==> src/rtl/resp_ring_pkg.sv <==
package resp_ring_pkg;
  localparam int ENTRY_W = 64;
  typedef logic [ENTRY_W-1:0] entry_t;

  localparam logic [2:0] ADR_STAT = 3'd0;
  localparam logic [2:0] ADR_CTRL = 3'd1;
  localparam logic [2:0] ADR_THR  = 3'd2;
  localparam logic [2:0] ADR_SIZE = 3'd3;
  localparam logic [2:0] ADR_PTR  = 3'd4;

  localparam int BIT_RESP = 0;
  localparam int BIT_OVR  = 2;

  localparam logic [7:0] SIZE_DESC = 8'h42;
endpackage

==> src/rtl/resp_fifo.sv <==
module resp_fifo
  import resp_ring_pkg::*;
#(
  parameter int LANES  = 3,
  parameter int DATA_W = 32,
  parameter int DEPTH  = 8,
  localparam int AW    = $clog2(DEPTH),
  localparam int CW    = $clog2(DEPTH + 1)
) (
  input  logic                    clk,
  input  logic                    rst,
  input  logic                    push_en,
  input  logic [LANES-1:0]        lane_valid,
  input  logic [LANES*DATA_W-1:0] lane_data,
  input  logic                    pop,
  output entry_t                  head,
  output logic                    empty,
  output logic                    full,
  output logic [CW-1:0]           level,
  output logic                    dropped
);
  localparam int TW   = $clog2(DEPTH + LANES + 1);
  localparam int PADW = ENTRY_W - DATA_W - 8;

  entry_t         mem [DEPTH];
  logic [AW-1:0]  wp, rp;
  logic [TW-1:0]  space, taken;
  logic [LANES-1:0] acc;
  logic [AW-1:0]  off [LANES];

  // Lanes take free places in ascending order; the surplus is dropped.
  always_comb begin
    space   = TW'(DEPTH) - TW'(level);
    taken   = '0;
    dropped = 1'b0;
    for (int k = 0; k < LANES; k++) begin
      acc[k] = 1'b0;
      off[k] = AW'(taken);
      if (push_en && lane_valid[k]) begin
        if (taken < space) begin
          acc[k] = 1'b1;
          taken  = taken + TW'(1);
        end else begin
          dropped = 1'b1;
        end
      end
    end
  end

  always_ff @(posedge clk) begin
    for (int k = 0; k < LANES; k++) begin
      if (acc[k]) begin
        mem[wp + off[k]] <= {{PADW{1'b0}}, 8'(k), lane_data[k*DATA_W +: DATA_W]};
      end
    end
  end

  always_ff @(posedge clk) begin
    if (rst) begin
      wp    <= '0;
      rp    <= '0;
      level <= '0;
    end else begin
      wp    <= wp + AW'(taken);
      if (pop) rp <= rp + AW'(1);
      level <= CW'(TW'(level) + taken - TW'(pop));
    end
  end

  assign head  = mem[rp];
  assign empty = (level == '0);
  assign full  = (level == CW'(DEPTH));
endmodule

==> src/rtl/resp_drain.sv <==
module resp_drain
  import resp_ring_pkg::*;
#(
  parameter int RING_AW = 8
) (
  input  logic               clk,
  input  logic               rst,
  input  logic               fifo_empty,
  input  entry_t             head,
  input  logic               ack,
  input  logic               ptr_clr,
  output logic               pop,
  output logic               req,
  output entry_t             data,
  output logic [RING_AW-1:0] ptr,
  output logic               done
);
  assign done = req && ack;
  assign pop  = !fifo_empty && (!req || ack);

  always_ff @(posedge clk) begin
    if (rst) begin
      req  <= 1'b0;
      data <= '0;
    end else if (pop) begin
      req  <= 1'b1;
      data <= head;
    end else if (done) begin
      req  <= 1'b0;
    end
  end

  always_ff @(posedge clk) begin
    if (rst || ptr_clr) ptr <= '0;
    else if (done)      ptr <= ptr + RING_AW'(1);
  end
endmodule

==> src/rtl/resp_status.sv <==
module resp_status
  import resp_ring_pkg::*;
(
  input  logic       clk,
  input  logic       rst,
  input  logic       done,
  input  logic       empty_slot,
  input  logic       drop,
  input  logic [7:0] thr,
  input  logic       clr_resp,
  input  logic       clr_ovr,
  output logic [7:0] stat
);
  logic [8:0] cnt, limit;
  logic       resp_q, ovr_q, hit, set_resp;

  assign limit    = (thr == 8'd0) ? 9'd256 : {1'b0, thr};
  assign hit      = done && ((cnt + 9'd1) == limit);
  assign set_resp = hit || empty_slot;

  always_ff @(posedge clk) begin
    if (rst) begin
      cnt    <= '0;
      resp_q <= 1'b0;
      ovr_q  <= 1'b0;
    end else begin
      if (set_resp)  cnt <= '0;
      else if (done) cnt <= cnt + 9'd1;
      resp_q <= set_resp || (resp_q && !clr_resp);
      ovr_q  <= drop || (ovr_q && !clr_ovr);
    end
  end

  always_comb begin
    stat           = '0;
    stat[BIT_RESP] = resp_q;
    stat[BIT_OVR]  = ovr_q;
  end
endmodule

==> src/rtl/resp_ring_ctrl.sv <==
module resp_ring_ctrl
  import resp_ring_pkg::*;
#(
  parameter int LANES      = 3,
  parameter int DATA_W     = 32,
  parameter int FIFO_DEPTH = 8,
  parameter int RING_AW    = 8
) (
  input  logic                    clk,
  input  logic                    rst,
  input  logic                    slot_stb,
  input  logic [LANES-1:0]        lane_valid,
  input  logic [LANES*DATA_W-1:0] lane_data,
  input  logic                    reg_wen,
  input  logic [2:0]              reg_addr,
  input  logic [7:0]              reg_wdata,
  output logic [7:0]              reg_rdata,
  output logic                    wr_req,
  output logic [RING_AW-1:0]      wr_addr,
  output logic [63:0]             wr_data,
  input  logic                    wr_ack,
  output logic                    irq
);
  localparam int CW = $clog2(FIFO_DEPTH + 1);

  entry_t        head;
  logic          fifo_empty, fifo_full, drop, pop, done, ptr_clr, empty_slot;
  logic [CW-1:0] fifo_level;
  logic [7:0]    stat_w, thr_q;
  logic          en_resp, en_ovr, wr_stat;

  assign empty_slot = slot_stb && (lane_valid == '0);
  assign wr_stat    = reg_wen && (reg_addr == ADR_STAT);
  assign ptr_clr    = reg_wen && (reg_addr == ADR_PTR) && reg_wdata[0];

  resp_fifo #(.LANES(LANES), .DATA_W(DATA_W), .DEPTH(FIFO_DEPTH)) u_fifo (
    .clk(clk), .rst(rst), .push_en(slot_stb), .lane_valid(lane_valid),
    .lane_data(lane_data), .pop(pop), .head(head), .empty(fifo_empty),
    .full(fifo_full), .level(fifo_level), .dropped(drop)
  );

  resp_drain #(.RING_AW(RING_AW)) u_drain (
    .clk(clk), .rst(rst), .fifo_empty(fifo_empty), .head(head), .ack(wr_ack),
    .ptr_clr(ptr_clr), .pop(pop), .req(wr_req), .data(wr_data),
    .ptr(wr_addr), .done(done)
  );

  resp_status u_stat (
    .clk(clk), .rst(rst), .done(done), .empty_slot(empty_slot), .drop(drop),
    .thr(thr_q), .clr_resp(wr_stat && reg_wdata[BIT_RESP]),
    .clr_ovr(wr_stat && reg_wdata[BIT_OVR]), .stat(stat_w)
  );

  always_ff @(posedge clk) begin
    if (rst) begin
      en_resp <= 1'b0;
      en_ovr  <= 1'b0;
      thr_q   <= '0;
    end else if (reg_wen) begin
      if (reg_addr == ADR_CTRL) begin
        en_resp <= reg_wdata[BIT_RESP];
        en_ovr  <= reg_wdata[BIT_OVR];
      end
      if (reg_addr == ADR_THR) thr_q <= reg_wdata;
    end
  end

  always_ff @(posedge clk) begin
    if (rst) begin
      reg_rdata <= '0;
    end else begin
      case (reg_addr)
        ADR_STAT: reg_rdata <= stat_w;
        ADR_CTRL: begin
          reg_rdata           <= '0;
          reg_rdata[BIT_RESP] <= en_resp;
          reg_rdata[BIT_OVR]  <= en_ovr;
        end
        ADR_THR:  reg_rdata <= thr_q;
        ADR_SIZE: reg_rdata <= SIZE_DESC;
        ADR_PTR:  reg_rdata <= 8'(wr_addr);
        default:  reg_rdata <= '0;
      endcase
    end
  end

  assign irq = (stat_w[BIT_RESP] && en_resp) || (stat_w[BIT_OVR] && en_ovr);
endmodule

==> config.mk <==
export PLATFORM = sky130hd
export DESIGN_NAME = resp_ring_ctrl
export DESIGN_NICKNAME = d
export VERILOG_FILES = /design/src/rtl/resp_ring_pkg.sv /design/src/rtl/resp_fifo.sv /design/src/rtl/resp_drain.sv /design/src/rtl/resp_status.sv /design/src/rtl/resp_ring_ctrl.sv
export SDC_FILE = /design/constraint.sdc
export NUM_CORES = 1
export LEC_CHECK = 0
export BUFFER_PORTS_ARGS = -buffer_cell sky130_fd_sc_hd__buf_2
export CORE_MARGIN = 8
export CORE_UTILIZATION = 60
export DETAILED_ROUTE_END_ITERATION = 12
export PLACE_DENSITY_LB_ADDON = 0.1
export SLEW_MARGIN = 40
export SYNTH_ARGS = -nofsm -noshare
export SYNTH_HDL_FRONTEND = slang
export SYNTH_SLANG_ARGS = --single-unit
==> constraint.sdc <==
create_clock -name clk -period 6.54 [get_ports clk]
set_input_delay 1.635 -clock clk [delete_from_list [all_inputs] [get_ports clk]]
set_output_delay 1.635 -clock clk [all_outputs]
set_load 0.1 [all_outputs]
=== Yosys cells after proc, flatten, opt, wreduce, memory -nomap -nowiden ===
Memories as Yosys holds them, arrays and structs flattened. A register that Yosys moved wholly into a read port is not among the register bits.
Index checks and enable logic that the tools add are counted.
Widths: inputs -> output; s select.

* Flip-flop bits (word level): 112
* Bits in latches: 0
* Memory bits (writable): 272
* Memory bits (read-only): 0
* Bits of input ports: 115
* Output and inout port bits: 82
* Logic and storage cells: 95
* Memories kept: 1

* Add/subtract/negate cells: 11
* $mul: 0
* Divide/modulo/power cells: 0
* $lt $le $gt $ge: 3
* Equality and inequality tests: 5
* Shift operators: 0
* Multiplexer cells: 28
* Bitwise gates (word level): 0
* Reduce and logical (&&, ||, !) cells: 34

{| class="wikitable"
|+ Memories
! memory !! depth !! width !! rd ports !! clocked after Yosys merged registers in !! wr ports !! line !! text
|-
| u_fifo.mem || 8 || 34 || 1 || 1 || 3 || resp_fifo.sv:25 || <nowiki>entry_t mem [DEPTH];</nowiki>
|}

{| class="wikitable"
|+ Operators by type and width
! kind !! number
|-
| $pmux 8 s5 || 1
|-
| $mux 1 || 21
|-
| $mux 4 || 5
|-
| $logic_and 1x1->1 || 16
|-
| $add 3x3->3 || 3
|-
| $add 9x1->9 const B || 1
|-
| $eq 9x9->1 || 1
|-
| $mux 9 || 1
|-
| $add 4x1->4 const B || 2
|-
| $add 8x1->8 const B || 1
|-
| $logic_not 8->1 || 1
|-
| $lt 4x4->1 || 2
|-
| $eq 3x2->1 const B || 2
|-
| $logic_not 3->1 || 2
|-
| $logic_or 1x1->1 || 6
|-
| $add 4x4->4 || 1
|-
| $logic_not 1->1 || 4
|-
| $logic_not 4->1 || 1
|-
| $lt 1x4->1 const A || 1
|-
| $reduce_and 2->1 || 2
|-
| $sub 4x1->4 || 1
|-
| $sub 4x4->4 const A || 1
|-
| $add 3x1->3 const B || 1
|-
| $eq 3x1->1 const B || 1
|-
| other kinds (3) || 3
|}

=== Depth between registers and ports, before layout ===
Gate-level depths: netlist (run 1).

* Depth after elaboration: 12
* Depth in mapped cells: 23
* Mapped depth without buffers: 20

=== Hierarchy ===
From an unflattened synthesis (run 1), not the netlist that was laid out.

* Cell total of the unflattened synthesis: 1707
* Area, all modules: 22440.3 µm²

{| class="wikitable"
|+ By module, submodules not included
! module !! instances !! cells an instance !! area each (µm²) !! seq. area each (µm²)
|-
| resp_fifo || 1 || 1183 || 17925.9 || 8267.9
|-
| resp_drain || 1 || 338 || 2806.4 || 1461.4
|-
| resp_ring_ctrl || 1 || 90 || 879.6 || 360.3
|-
| resp_status || 1 || 96 || 828.3 || 220.2
|}

=== Least setup slack after synthesis (run 1) ===
Ideal clock, no wire load.

* Path type: input -> register
* Start: input slot_stb
* End: memory u_fifo.mem[4][0] (netlist bit) (enable)
* Library setup time: 0.478 ns
* Arrival: 5.220 ns
* Data required time: 6.062 ns
* Slack: 0.841 ns
* Stages on the path: 18
* Buffers on the path: 5
* Cell sequence: buf_2 -> nand2_1 -> a21oi_1 -> buf_2 -> nand2_1 -> ha_1 -> nand2_1 -> o21ai_0 -> ha_1 -> ha_1 -> a41oi_2 -> xor2_1 -> buf_4 -> nor3_1 -> o211ai_1 -> buf_2 -> clkbuf_1 -> nand2_1

{| class="wikitable"
|+ RTL lines
! item !! line !! text
|-
| start: declaration || resp_ring_ctrl.sv:11 || <nowiki>input logic slot_stb,</nowiki>
|-
| end: declaration || resp_fifo.sv:25 ||
|}

==> results_dict.tcl, run 1 <==
set metrics [dict create \
    dp_hpwl_um 39600 \
    fin_ws_ns 1.03 \
    rows 67 \
    critPathMaxFanout 64 \
    period_share_pct 84.2 \
    syn_inst 2204 \
    hold_ws_ns 0.452 \
    cts-root-to-sink-buffers 3 \
    hold_class "flip-flop to flip-flop" \
    clk_pin_slew_ns 0.06 \
    track_usage_pct 31.8 \
    io_buffers 166 \
    vias_per_cell 6.60 \
    yosysTopAreaCell "edfxtp_1" \
    insertion_delay_ns 0.55 \
    final-instance-count-excl-fill 2700 \
    ios 197 \
    post-route-drc-count 0 \
    core_area_um2 33600 \
    fmax_ghz 0.182 \
    power_mw 9.31 \
    synth_edf_count 256 \
    rsz0062_at_grt "no" \
    cts_resized 0 \
    cts_hold_buf 0 \
    place_congestion 0.900 \
    post-place-ws_ns 0.623 \
    cp_data_arrival_time_ns 5.74 \
    period_needed_ns 5.51 \
    syn_to_final_growth_pct 9.39 \
    cts_tree "built" \
    crit_top_cell "ha_1" \
    htree_num_levels 2 \
    drv_cap 0 \
    yosysWarnings 0 \
    synth-seq-area-share_pct 47.1 \
    worstPathRequired_ns 6.77 \
    final_layout_size_suffix_gt1_share_pct 17.7 \
    synthFlopType "edfxtp_1" \
    grt_pass1_wl_um 101000 \
    fin_tns_setup_ns 0 \
    synth.area.top_cells "edfxtp_1, a21oi_1, dfxtp_1" \
    synth_area_per_cell_um2 9.31 \
    vias 17800 \
    post-cts-setup-buffer-count 0 \
    run_status "finished clean" \
    ys_seq_elements 354 \
    p_per_area_nw_per_um2 415 \
    die_x_um 201 \
    crit_slowest_cell "xor2_2" \
    startpoint_type "input pin" \
    ir_worst_vdd_mv 0.376 \
    hold_start "u_fifo.mem[3][33]" \
    drtIter0Drc 2318 \
    postRouteAntennaNets 0 \
    synth.most_common_cell "a21oi_1" \
    initial_core_util_pct 61.0 \
    drt-pass1-iter-count 6 \
    yosysTopAreaCellShare_pct 37.5 \
    overflow 0 \
    async_flop_share_pct 0 \
    die_h_um 201 \
    routed_wl_um 66800 \
    grt_max_degree 72 \
    layout.nets 2356 \
    wire_per_inst_um 24.8 \
    crit_chain "buf_2, nand2_1, a41oi_1, o21ai_1, inv_1, ha_1, nand2_1, o21ai_0, ha_1, ha_1, a41oi_2, xor2_2, nor3_1, o211ai_1, buf_4, a31oi_1" \
    skew_ns 0.0269 \
    clockRootBuffer "clkbuf_16" \
    critPathKind "input pin to flip-flop" \
    dpl.cell_count 2628 \
    cp-startpoint "slot_stb" \
    antenna_found_initial 5 \
    slew_violations 0 \
    worstMarginPinSlew_ns 0.859 \
    die_area_um2 40400 \
    cp_slowest_stage_delay_ns 0.61 \
    end_kind "flip-flop" \
    grt_pass1_vias 17600 \
    cts_made_buffers 39 \
    p_leak_nw 8.60 \
    numClockSinks 354 \
    r2r-start "u_fifo.level[0]" \
    hold_viol_final 0 \
    slew_headroom_pct 42.7 \
    synth.distinct_cells 71 \
    synth_common_cells "a21oi_1, nand2_1, nor2_1" \
    setup_viol 0 \
    syn_area_um2 20500 \
]
[routing by layer]
metal | share of wire [%] | up-vias | track usage (%)
met1 | 36 | 8443 | 40.2
met2 | 46 | 1392 | 50.8
met4 | 4.2 | 4 | 14.1
li1 | - | 7741 | -
met3 | 14 | 241 | 8.33
met5 | 0.040 | - | 0
[kinds of logic (layout without fill, tap and decap cells)]
logic type,Yosys count,after routing,share of synthesized area (%)
simple gates,799,799,15.6
compound gates,585,585,17.2
flops,354,354,47.1
buf+inv,294,311,7.55
mux,115,115,9.76
xor+xnor,36,36,1.54
fa+ha+maj,20,20,1.29
other cells,1,32,0.0183
[flip-flops by register name, indices dropped and copies added (netlist names)]
register	count
u_drain.req	1
u_fifo.level	4
u_fifo.wp	3
reg_rdata	8
en_resp	1
en_ovr	1
u_drain.ptr	8
thr_q	8
u_fifo.rp	3
u_stat.cnt	9
u_stat.resp_q	1
u_fifo.mem	272
u_drain.data	34
u_stat.ovr_q	1
[cells in the final DEF (no fill, tap or decap), types with 5 or more instances in the layout]
master / instances
o21ai_4: 8
and2_1: 6
edfxtp_1: 256
clkinv_2: 5
nor2_1: 352
clkbuf_8: 5
mux4_2: 68
nor3_1: 7
nor4_1: 6
ha_1: 18
dfxtp_1: 95
a21o_1: 10
o21ai_0: 9
nand2b_1: 7
buf_2: 166
a211oi_1: 34
nand2_2: 8
mux2i_1: 47
nand3_1: 10
buf_4: 53
clkbuf_1: 15
clkbuf_16: 41
a21boi_4: 8
nor2b_1: 13
a31oi_1: 79
conb_1: 30
nand2_1: 365
xnor2_1: 19
xor2_1: 16
inv_1: 13
a21oi_1: 391
[report_power, final]
part | internal [mW] | total (mW) | switching [mW]
combinational | 1.25 | 3.95 | 2.70
sequential | 3.01 | 3.24 | 0.230
clock | 1.21 | 2.12 | 0.909
total | 5.47 | 9.31 | 3.84
[final cells by class]
cell class                      count  area (µm²)
Sequential cell                   354        9660
Inverter                           13        48.8
Multi-Input combinational cell   1585        9580
Timing Repair Buffer              228        1370
Antenna cell                        2        5.00
Tap cell                          448         561
Clock buffer                       61        1150
Fill cell                        2678       11200
Clock inverter                      9        60.1
[final timing paths]
kind / endpoint / cells after the start / slack, ns
setup reg to reg: u_fifo.mem[4][3] / 17 / 1.26
hold / removal: u_fifo.mem[3][33] / 1 / 0.45
setup / recovery: u_fifo.mem[4][3] / 16 / 1.03
hold reg to reg: u_fifo.mem[3][33] / 1 / 0.45
[critical path, delay by kind of cell]
family | cells | cell delay, ns
compound gates | 6 | 1.10
buf+inv | 3 | 1.02
fa+ha+maj | 3 | 0.86
xor+xnor | 1 | 0.61
simple gates | 3 | 0.36
[stage by stage]
step / utilization, % / instance area [µm²]
finish: 66.7 / 22400
global route: 66.7 / 22400
CTS: 66.7 / 22400
detailed placement: 63.1 / 21200
global placement: 62.8 / 21100
floorplan: - / 20600
Power figures use the tool's default switching activity.
==> run 2, diff against run 1 <==
--- a/config.mk
+++ b/config.mk
@@ -7,7 +7,7 @@
 export LEC_CHECK = 0
 export BUFFER_PORTS_ARGS = -buffer_cell sky130_fd_sc_hd__buf_2
 export CORE_MARGIN = 8
-export CORE_UTILIZATION = 60
+export CORE_UTILIZATION = 55
 export DETAILED_ROUTE_END_ITERATION = 12
 export PLACE_DENSITY_LB_ADDON = 0.1
 export SLEW_MARGIN = 40
==> constraint.sdc (replaced) <==
create_clock -name clk -period 4.7 [get_ports clk]
set_input_delay 1.175 -clock clk [delete_from_list [all_inputs] [get_ports clk]]
set_output_delay 1.175 -clock clk [all_outputs]
set_load 0.1 [all_outputs]
==> results_dict.tcl, run 2 (same netlist as run 1, synthesis figures left out) <==
set metrics [dict create \
    run_status "finished clean" \
    drv_cap 0 \
    clk_pin_slew_ns 0.06 \
    pwr-share-comb_pct 42.5 \
    worstReg2RegEnd "u_fifo.mem[6][28]" \
    worstPathRequired_ns 5.10 \
    die_x_um 209 \
    worstMarginPinSlew_ns 0.796 \
    startpoint_type "flip-flop" \
    fin_ws_ns 0.503 \
    numClockSinks 354 \
    critPathMaxFanout 24 \
    p_per_area_nw_per_um2 579 \
    die_area_um2 43700 \
    vias_per_cell 6.46 \
    power_mw 13.2 \
    grt_max_degree 72 \
    final_common_cell "a21oi_1" \
    postRouteAntennaNets 0 \
    setup_viol 0 \
    post-route-drc-count 0 \
    p_sw_share_pct 41.4 \
    grt_pass1_vias 17500 \
    cts_made_buffers 40 \
    cts_hold_buf 0 \
    finish.utilization_pct 62.3 \
    dpl.cell_count 2678 \
    io_buffers 166 \
    rr_worst_depth 19 \
    largest_reg_flops 272 \
    syn_to_final_growth_pct 11.5 \
    final-instance-count-excl-fill 2756 \
    layout.nets 2387 \
    dp_hpwl_um 43700 \
    internal-power_mw 7.77 \
    fin_tns_setup_ns 0 \
    cp-startpoint "u_fifo.level[0]" \
    fmax_ghz 0.238 \
    fill_cells 3032 \
    track_usage_pct 31.5 \
    die_h_um 209 \
    r2r-start "u_fifo.level[0]" \
    drtIter0Drc 2349 \
    fin_area_um2 22900 \
    reg2reg_slack_ns 0.50 \
    initial_core_util_pct 55.9 \
    endpoint "u_fifo.mem[6][28]" \
    wire_per_inst_um 25.4 \
    grt_pass1_wl_um 106000 \
    drt-pass1-iter-count 6 \
    post-place-ws_ns 0.208 \
    p_leak_nw 8.79 \
    rows 70 \
    crit_chain "inv_1, ha_1, nor2b_2, nand2_1, o22ai_4, nand2_1, ha_1, nand2_1, o21ai_0, ha_1, ha_1, a41oi_2, xor2_1, buf_4, nor2_1, o211ai_1, buf_4, nor2_1, a21oi_1" \
    cts-root-to-sink-buffers 3 \
    slew_violations 0 \
    slew_headroom_pct 46.9 \
    rsz0062_at_grt "no" \
    critPathKind "flip-flop to flip-flop" \
    post-cts-setup-buffer-count 0 \
    p_clk_share_pct 22.6 \
    ios 197 \
    place_area_um2 21600 \
    cts_tree "built" \
    skew_ns 0.0380 \
    cp_slowest_stage_delay_ns 0.47 \
    crit_slowest_cell "buf_4" \
    crit_top_cell "ha_1" \
    hold_viol_final 0 \
    routed_wl_um 70000 \
    insertion_delay_ns 0.57 \
    core_area_um2 36700 \
    period_needed_ns 4.20 \
    cts_resized 0 \
    hold_class "flip-flop to flip-flop" \
    hold_start "u_fifo.mem[6][33]" \
    cp_data_arrival_time_ns 4.60 \
    hold_ws_ns 0.448 \
    end_kind "flip-flop" \
    htree_num_levels 2 \
    place_congestion 0.879 \
    final_layout_size_suffix_gt1_share_pct 18.5 \
    clockRootBuffer "clkbuf_16" \
    final_cell_mix "a21oi_1, nand2_1, nor2_1, edfxtp_1, buf_2" \
    period_share_pct 89.3 \
    overflow 0 \
    ir_worst_vdd_mv 0.408 \
    vias 17800 \
    power.net_switching_mw 5.48 \
    p_seq_share_pct 34.9 \
    antenna_found_initial 10 \
]
[run 2: changes by cell type in the layout (fill, tap and decap cells not counted), sizes merged]
cell and delta:
inv -1, diode +3, clkbuf +4, buf +30
[run 2: worst max-delay path, delay by kind of cell (launching register included)]
family	cells	cell delay [ns]
XOR/XNOR	1	0.18
flip-flops	1	0.38
buffers and inverters	3	0.86
AND/OR/NAND/NOR	6	0.73
AO/OA/AOI/OAI	5	0.91
adder cells (fa/ha/maj)	4	0.96
[run 2: cell type report]
| type | instances | area (µm²) | share of cell area [%] |
|---|---|---|---|
| Antenna cell | 5 | 12.5 | 0.0547 |
| Clock buffer | 65 | 1180 | 5.15 |
| Clock inverter | 8 | 48.8 | 0.213 |
| Inverter | 13 | 48.8 | 0.213 |
| Multi-Input combinational cell | 1585 | 9590 | 41.9 |
| Sequential cell | 354 | 9660 | 42.2 |
| Tap cell | 468 | 586 | 2.56 |
| Timing Repair Buffer | 258 | 1750 | 7.67 |
[run 2: power groups by stage]
| stage | clock network, mW | logic [mW] | registers (mW) |
|---|---|---|---|
| 2_1_floorplan | 0 | 3.38 | 5.26 |
| 3_5_place_dp | 0 | 5.56 | 4.67 |
| 5_1_grt | 3.14 | 5.98 | 4.67 |
| 4_1_cts | 3.02 | 5.58 | 4.61 |
| 3_3_place_gp | 0 | 5.39 | 4.69 |
| 6_report | 3.00 | 5.63 | 4.62 |
[run 2: per-layer routing]
layer,track usage [%],share of wire [%]
met5,0,0.10
met4,14.6,4.2
met2,49.6,45
met1,41.0,38
met3,7.06,12
[run 2: worst min path at each step]
| stage | to | slack [ns] | depth (start not counted) |
|---|---|---|---|
| final | u_fifo.mem[6][33] | 0.45 | 1 |
| after global routing | u_fifo.mem[6][33] | 0.47 | 1 |
| after CTS | u_fifo.mem[6][33] | 0.45 | 1 |
| after detailed placement | u_fifo.mem[6][33] | 0.43 | 1 |
| after global placement | u_fifo.mem[7][33] | 0.43 | 1 |
| after floorplan | u_fifo.mem[6][33] | 0.42 | 1 |
